### config.mk
export PLATFORM = sky130hd
export DESIGN_NAME = nand_bus_bridge
export DESIGN_NICKNAME = d
export VERILOG_FILES = /design/src/rtl/nand_bridge_pkg.sv /design/src/rtl/nand_bridge_dp.sv /design/src/rtl/nand_bridge_ctl.sv /design/src/rtl/nand_bus_bridge.sv
export SDC_FILE = /design/constraint.sdc
export NUM_CORES = 1
export LEC_CHECK = 0
export BUFFER_PORTS_ARGS = -buffer_cell sky130_fd_sc_hd__buf_2
export CAP_MARGIN = 20
export CORE_MARGIN = 4
export CORE_UTILIZATION = 53
export DETAILED_ROUTE_END_ITERATION = 10
export PLACE_DENSITY = 0.9
export SYNTH_ARGS = -nofsm -noshare
export SYNTH_HDL_FRONTEND = slang
export SYNTH_SLANG_ARGS = --single-unit
export TNS_END_PERCENT = 10
### constraint.sdc
create_clock -name clk -period 2.22 [get_ports clk]
set_input_delay 0.111 -clock clk [delete_from_list [all_inputs] [get_ports clk]]
set_output_delay 0.111 -clock clk [all_outputs]
set_load 0.005 [all_outputs]
### src/rtl/nand_bridge_pkg.sv
package nand_bridge_pkg;
  localparam int BYTE_W = 8;
  localparam int WORD_W = 16;

  localparam logic [2:0] OFS_DATA   = 3'd0;
  localparam logic [2:0] OFS_MODE   = 3'd4;
  localparam logic [2:0] OFS_STATUS = 3'd5;
  localparam logic [2:0] OFS_IPEND  = 3'd6;
  localparam logic [2:0] OFS_IMASK  = 3'd7;

  // control -> datapath strobes
  typedef struct packed {
    logic loadWr;
    logic capLo;
    logic capHi;
    logic selHi;
    logic drive;
  } ctlStrobe_t;

  // decoded mode bits used outside the datapath
  typedef struct packed {
    logic weEn;
    logic ceOn;
    logic aleOn;
    logic cleOn;
  } modeLines_t;
endpackage

### src/rtl/nand_bridge_dp.sv
module nand_bridge_dp
  import nand_bridge_pkg::*;
(
  input  logic              clk,
  input  logic              rstN,
  input  logic              busReq,
  input  logic              busWr,
  input  logic [2:0]        busAddr,
  input  logic [WORD_W-1:0] busWdata,
  input  ctlStrobe_t        strobe,
  input  logic [BYTE_W-1:0] nandDataIn,
  input  logic              nandRbN,
  output modeLines_t        modeLines,
  output logic [WORD_W-1:0] busRdata,
  output logic [BYTE_W-1:0] nandDataOut,
  output logic              nandDataOe,
  output logic              irqOut
);
  localparam int PEND_W = 4;

  logic [BYTE_W-1:0] modeQ, maskQ;
  logic [PEND_W-1:0] pendQ;
  logic [WORD_W-1:0] wrLatch, rdLatch;
  logic              rbS1, rbS2, rbPrev;
  logic              regWr, readyRise;

  assign regWr     = busReq && busWr && (busAddr != OFS_DATA);
  assign readyRise = rbS2 && !rbPrev;

  always_ff @(posedge clk or negedge rstN) begin
    if (!rstN) begin
      rbS1   <= 1'b1;
      rbS2   <= 1'b1;
      rbPrev <= 1'b1;
    end else begin
      rbS1   <= nandRbN;
      rbS2   <= rbS1;
      rbPrev <= rbS2;
    end
  end

  always_ff @(posedge clk or negedge rstN) begin
    if (!rstN) begin
      modeQ <= '0;
      maskQ <= '0;
      pendQ <= '0;
    end else begin
      if (regWr && busAddr == OFS_MODE)  modeQ <= busWdata[BYTE_W-1:0];
      if (regWr && busAddr == OFS_IMASK) maskQ <= busWdata[BYTE_W-1:0];
      for (int i = 0; i < PEND_W; i++) begin
        if (i == 0 && readyRise)
          pendQ[i] <= 1'b1;
        else if (regWr && busAddr == OFS_IPEND && busWdata[i])
          pendQ[i] <= 1'b0;
      end
    end
  end

  always_ff @(posedge clk or negedge rstN) begin
    if (!rstN) begin
      wrLatch <= '0;
      rdLatch <= '0;
    end else begin
      if (strobe.loadWr) begin
        wrLatch <= busWdata;
        rdLatch <= '0;
      end
      if (strobe.capLo) rdLatch[BYTE_W-1:0]      <= nandDataIn;
      if (strobe.capHi) rdLatch[WORD_W-1:BYTE_W] <= nandDataIn;
    end
  end

  assign nandDataOut = strobe.selHi ? wrLatch[WORD_W-1:BYTE_W] : wrLatch[BYTE_W-1:0];
  assign nandDataOe  = strobe.drive;
  assign irqOut      = pendQ[0] && maskQ[0];

  assign modeLines.weEn  = modeQ[7];
  assign modeLines.ceOn  = modeQ[4];
  assign modeLines.aleOn = modeQ[1];
  assign modeLines.cleOn = modeQ[0];

  always_comb begin
    busRdata = '0;
    unique case (busAddr)
      OFS_DATA:   busRdata = rdLatch;
      OFS_MODE:   busRdata[BYTE_W-1:0] = modeQ;
      OFS_STATUS: busRdata[7] = !rbS2;
      OFS_IPEND:  busRdata[PEND_W-1:0] = pendQ;
      OFS_IMASK:  busRdata[BYTE_W-1:0] = maskQ;
      default:    busRdata = '0;
    endcase
  end
endmodule

### src/rtl/nand_bridge_ctl.sv
module nand_bridge_ctl
  import nand_bridge_pkg::*;
#(
  parameter int HOLD_CYC = 2
) (
  input  logic       clk,
  input  logic       rstN,
  input  logic       busReq,
  input  logic       busWr,
  input  logic [2:0] busAddr,
  input  logic       busSize16,
  input  logic       modeWe,
  output logic       busWait,
  output logic       nandWeN,
  output logic       nandReN,
  output ctlStrobe_t strobe
);
  localparam int CNT_W = (HOLD_CYC > 1) ? $clog2(HOLD_CYC) : 1;
  localparam logic [CNT_W-1:0] CNT_LAST = CNT_W'(HOLD_CYC - 1);

  typedef enum logic [1:0] {ST_IDLE, ST_LOW, ST_HIGH, ST_DONE} phase_t;

  phase_t           state;
  logic [CNT_W-1:0] cnt;
  logic             hiByte, isWrite, twoBytes, dataHit, phaseEnd;

  assign dataHit  = busReq && (busAddr == OFS_DATA) && (!busWr || modeWe);
  assign phaseEnd = (cnt == CNT_LAST);

  always_ff @(posedge clk or negedge rstN) begin
    if (!rstN) begin
      state    <= ST_IDLE;
      cnt      <= '0;
      hiByte   <= 1'b0;
      isWrite  <= 1'b0;
      twoBytes <= 1'b0;
    end else begin
      unique case (state)
        ST_IDLE: if (dataHit) begin
          state    <= ST_LOW;
          cnt      <= '0;
          hiByte   <= 1'b0;
          isWrite  <= busWr;
          twoBytes <= busSize16;
        end
        ST_LOW: begin
          if (phaseEnd) begin
            state <= ST_HIGH;
            cnt   <= '0;
          end else begin
            cnt <= cnt + 1'b1;
          end
        end
        ST_HIGH: begin
          if (phaseEnd) begin
            cnt <= '0;
            if (twoBytes && !hiByte) begin
              hiByte <= 1'b1;
              state  <= ST_LOW;
            end else begin
              state <= ST_DONE;
            end
          end else begin
            cnt <= cnt + 1'b1;
          end
        end
        default: state <= ST_IDLE;
      endcase
    end
  end

  assign busWait = dataHit && (state != ST_DONE);
  assign nandWeN = !(state == ST_LOW && isWrite);
  assign nandReN = !(state == ST_LOW && !isWrite);

  assign strobe.loadWr = (state == ST_IDLE) && dataHit;
  assign strobe.capLo  = (state == ST_LOW) && phaseEnd && !isWrite && !hiByte;
  assign strobe.capHi  = (state == ST_LOW) && phaseEnd && !isWrite && hiByte;
  assign strobe.selHi  = hiByte;
  assign strobe.drive  = isWrite && (state == ST_LOW || state == ST_HIGH);
endmodule

### src/rtl/nand_bus_bridge.sv
module nand_bus_bridge
  import nand_bridge_pkg::*;
#(
  parameter int HOLD_CYC = 2
) (
  input  logic        clk,
  input  logic        rstN,
  input  logic        busReq,
  input  logic        busWr,
  input  logic [2:0]  busAddr,
  input  logic        busSize16,
  input  logic [15:0] busWdata,
  output logic [15:0] busRdata,
  output logic        busWait,
  output logic        irqOut,
  output logic        nandCeN,
  output logic        nandCle,
  output logic        nandAle,
  output logic        nandWeN,
  output logic        nandReN,
  output logic [7:0]  nandDataOut,
  output logic        nandDataOe,
  input  logic [7:0]  nandDataIn,
  input  logic        nandRbN
);
  ctlStrobe_t strobe;
  modeLines_t modeLines;

  nand_bridge_ctl #(.HOLD_CYC(HOLD_CYC)) u_ctl (
    .clk(clk), .rstN(rstN), .busReq(busReq), .busWr(busWr), .busAddr(busAddr),
    .busSize16(busSize16), .modeWe(modeLines.weEn), .busWait(busWait),
    .nandWeN(nandWeN), .nandReN(nandReN), .strobe(strobe)
  );

  nand_bridge_dp u_dp (
    .clk(clk), .rstN(rstN), .busReq(busReq), .busWr(busWr), .busAddr(busAddr),
    .busWdata(busWdata), .strobe(strobe), .nandDataIn(nandDataIn),
    .nandRbN(nandRbN), .modeLines(modeLines), .busRdata(busRdata),
    .nandDataOut(nandDataOut), .nandDataOe(nandDataOe), .irqOut(irqOut)
  );

  assign nandCeN = !modeLines.ceOn;
  assign nandCle = modeLines.cleOn;
  assign nandAle = modeLines.aleOn;
endmodule

==> results.sh <==
export IMPL_outcome="complete, no violations"
export IMPL_finalSetupViolCount=0
export IMPL_numCtsBuffers=9
export IMPL_die_h_um=78.90
export IMPL_powerDensity_nw_per_um2=1064
export IMPL_period_needed_ns=1.811
export IMPL_insertion_delay_ns=0.33
export IMPL_worst_slack_ns=0.4089
export IMPL_cp_slowest_cell="and4_4"
export IMPL_grt_pass1_vias=1945
export IMPL_grt_total_usage_pct=20.39
export IMPL_ys_seq_elements=58
export IMPL_cts_setup_buffers=0
export IMPL_clkSlewWorstSetupHoldPaths_ns=0.07
export IMPL_die_area_um2=6224
export IMPL_cp_end_kind="flip-flop"
export IMPL_mostFrequentLayoutCells="64 x buf_2, 55 x dfrtp_1, 42 x mux2_2, 16 x a22o_1"
export IMPL_synth_cells=206
export IMPL_cts_root_buf="clkbuf_8"
export IMPL_routed_wl_um=5832
export IMPL_netlist_area_um2=2664
export IMPL_globalplace_congestion=0.8145
export IMPL_fmax_mhz=552.2
export IMPL_hold_violations=0
export IMPL_fin_crit_sh_pct=81.58
export IMPL_syn_to_final_growth_pct=26.21
export IMPL_slew_violations=0
export IMPL_yosysTopAreaCell="dfrtp_1"
export IMPL_fp_row_count=25
export IMPL_worstPathMaxFanout=22
export IMPL_vias=1908
export IMPL_mostFrequentLayoutCell="buf_2"
export IMPL_tightest_slew_ns=0.5295
export IMPL_grt_max_degree=25
export IMPL_setup_tns_ns=0
export IMPL_cts_tree="done"
export IMPL_drt_iter0_markers=72
export IMPL_rsz0062_at_grt="no"
export IMPL_finalClockSkew_ns=0.007304
export IMPL_grt_pass1_wl_um=9666
export IMPL_n_fill_cell=350
export IMPL_synth_top_area_share_pct=51.67
export IMPL_initial_utilization_pct=55.66
export IMPL_antenna_left=0
export IMPL_antenna_found_initial=0
export IMPL_cp_slowest_stage_delay_ns=0.45
export IMPL_antenna_cells=0
export IMPL_pre_cts_slack_ns=0.4282
export IMPL_yosysSeqAreaShare_pct=54.63
export IMPL_max_slew_margin_pct=64.57
export IMPL_ioPinCount=65
export IMPL_htree_levels=3
export IMPL_dp_hpwl_um=4270
export IMPL_arrival_ns=2.03
export IMPL_ys_types=33
export IMPL_syn_num_nets=243
export IMPL_ys_top_cells_by_area="dfrtp_1 52%, mux2_2 18%, a22o_1 5.3%"
export IMPL_critPathRequiredTime_ns=2.44
export IMPL_nNetsFinal=324
export IMPL_drtPass1Iterations=4
export IMPL_core_um2=4786
export IMPL_vdd_drop_max_v=0.0006875
export IMPL_die_x_um=78.90
export IMPL_crit_buf_inv=1
export IMPL_worstHoldPathType="in -> reg"
export IMPL_portBuffers=64
export IMPL_grt_overflow_total=0
export IMPL_route_detailed_drc=0
export IMPL_p_leak_nw=1.643
export IMPL_drive_gt1_share_pct=45.55
export IMPL_cpLargestDelayFamily="simple AND/OR/NAND/NOR gates"
export IMPL_timing_setup_critical_path_class="reg -> reg"
export IMPL_startpoint_type="flip-flop"
export IMPL_cp_cell_sequence="inv_1 -> ha_1 -> and4_4 -> nor2_1 -> a22o_1"
export IMPL_wl_per_cell_um=16.25
export IMPL_clock_sinks=58
export IMPL_via_per_inst=5.315
export IMPL_avgSynthCellArea_um2=12.93
export IMPL_ys_warnings_count=0
export IMPL_cts_buffer_depth=2
export IMPL_maxCapViolations=0
[state kept, by name (all words and copies together) (netlist names)]
register and cells:
u_ctl.cnt 1, u_ctl.hiByte 1, u_ctl.isWrite 1, u_ctl.state 2, u_ctl.twoBytes 1, u_dp.maskQ 8
u_dp.modeQ 8, u_dp.pendQ 1, u_dp.rbPrev 1, u_dp.rbS1 1, u_dp.rbS2 1, u_dp.rdLatch 16
u_dp.wrLatch 16
[power breakdown]
part           internal (mW)  switching, mW
clock                  0.663          0.405
sequential              1.39          0.213
combinational          0.537          0.365
[cells in the mapped netlist, drive strengths merged]
| master | instances |
|---|---|
| o22ai | 1 |
| and4 | 1 |
| inv | 6 |
| or2 | 1 |
| nor3 | 1 |
| o32ai | 1 |
| and2 | 10 |
| mux2 | 42 |
| a22o | 16 |
| dfrtp | 55 |
| ha | 4 |
| buf | 6 |
| clkbuf | 2 |
| a21oi | 4 |
| a31oi | 1 |
| and3 | 2 |
| nand3 | 3 |
| nor2 | 6 |
| nor2b | 1 |
| dfstp | 3 |
| o21ai | 12 |
| nor3b | 1 |
| nand2 | 12 |
| and4b | 1 |
| nand2b | 2 |
| o31ai | 1 |
| mux2i | 11 |
[worst paths after layout]
kind | depth (start not counted) | end | slack (ns) | start
max | 5 | u_dp.rdLatch[3] | 0.41 | u_ctl.state[0]
min | 2 | u_dp.wrLatch[10] | 0.02 | busWdata[10]
max reg2reg | 5 | u_dp.rdLatch[3] | 0.41 | u_ctl.state[0]
min reg2reg | 0 | u_dp.rbS2 | 0.36 | u_dp.rbS1
max in group asynchronous | 3 | u_dp.wrLatch[9] | 1.26 | rstN
min in group asynchronous | 2 | u_dp.rdLatch[0] | 0.29 | rstN
[layout make-up]
| class | instances | area [µm²] | share of cell area (%) |
|---|---|---|---|
| repair buffers | 78 | 450.4 | 13.40 |
| multi-input cells | 134 | 1130 | 33.61 |
| well taps | 67 | 83.83 | 2.493 |
| clock inverters | 4 | 75.07 | 2.233 |
| flip-flops and latches | 58 | 1455 | 43.28 |
| clock buffers | 12 | 145.1 | 4.317 |
| inverters | 6 | 22.52 | 0.6699 |
[cell families after synthesis]
logic type      share of synthesized area [%]
buf+inv                                 2.959
fa+ha+maj                               1.879
flops                                   54.63
simple gates                            9.018
mux                                     21.89
compound gates                          9.629
[repair_timing]
action                                 CTS  global route
endpoints found under the hold margin   24             4
hold buffers                             6             4
resized for setup                        0             0
[through the flow]
step	cells	area (µm²)	utilization [%]	hold WS, ns	power (mW)
floorplan	206	2664	-	-0.1846	2.158
global placement	333	3042	63.56	0.1135	2.456
detailed placement	333	3042	63.56	0.1162	2.507
global route	359	3362	70.25	0.006698	3.799
CTS	355	3322	69.41	0.001183	3.593
finish	359	3362	70.25	0.01645	3.576
[per-layer routing]
| layer | global-route usage (%) | routed length [µm] |
|---|---|---|
| met4 | 5.842 | 58 |
| met3 | 7.937 | 407 |
| met1 | 26.81 | 2569 |
| met5 | 0 | 0 |
| met2 | 31.58 | 2797 |
Power figures use the tool's default switching activity.
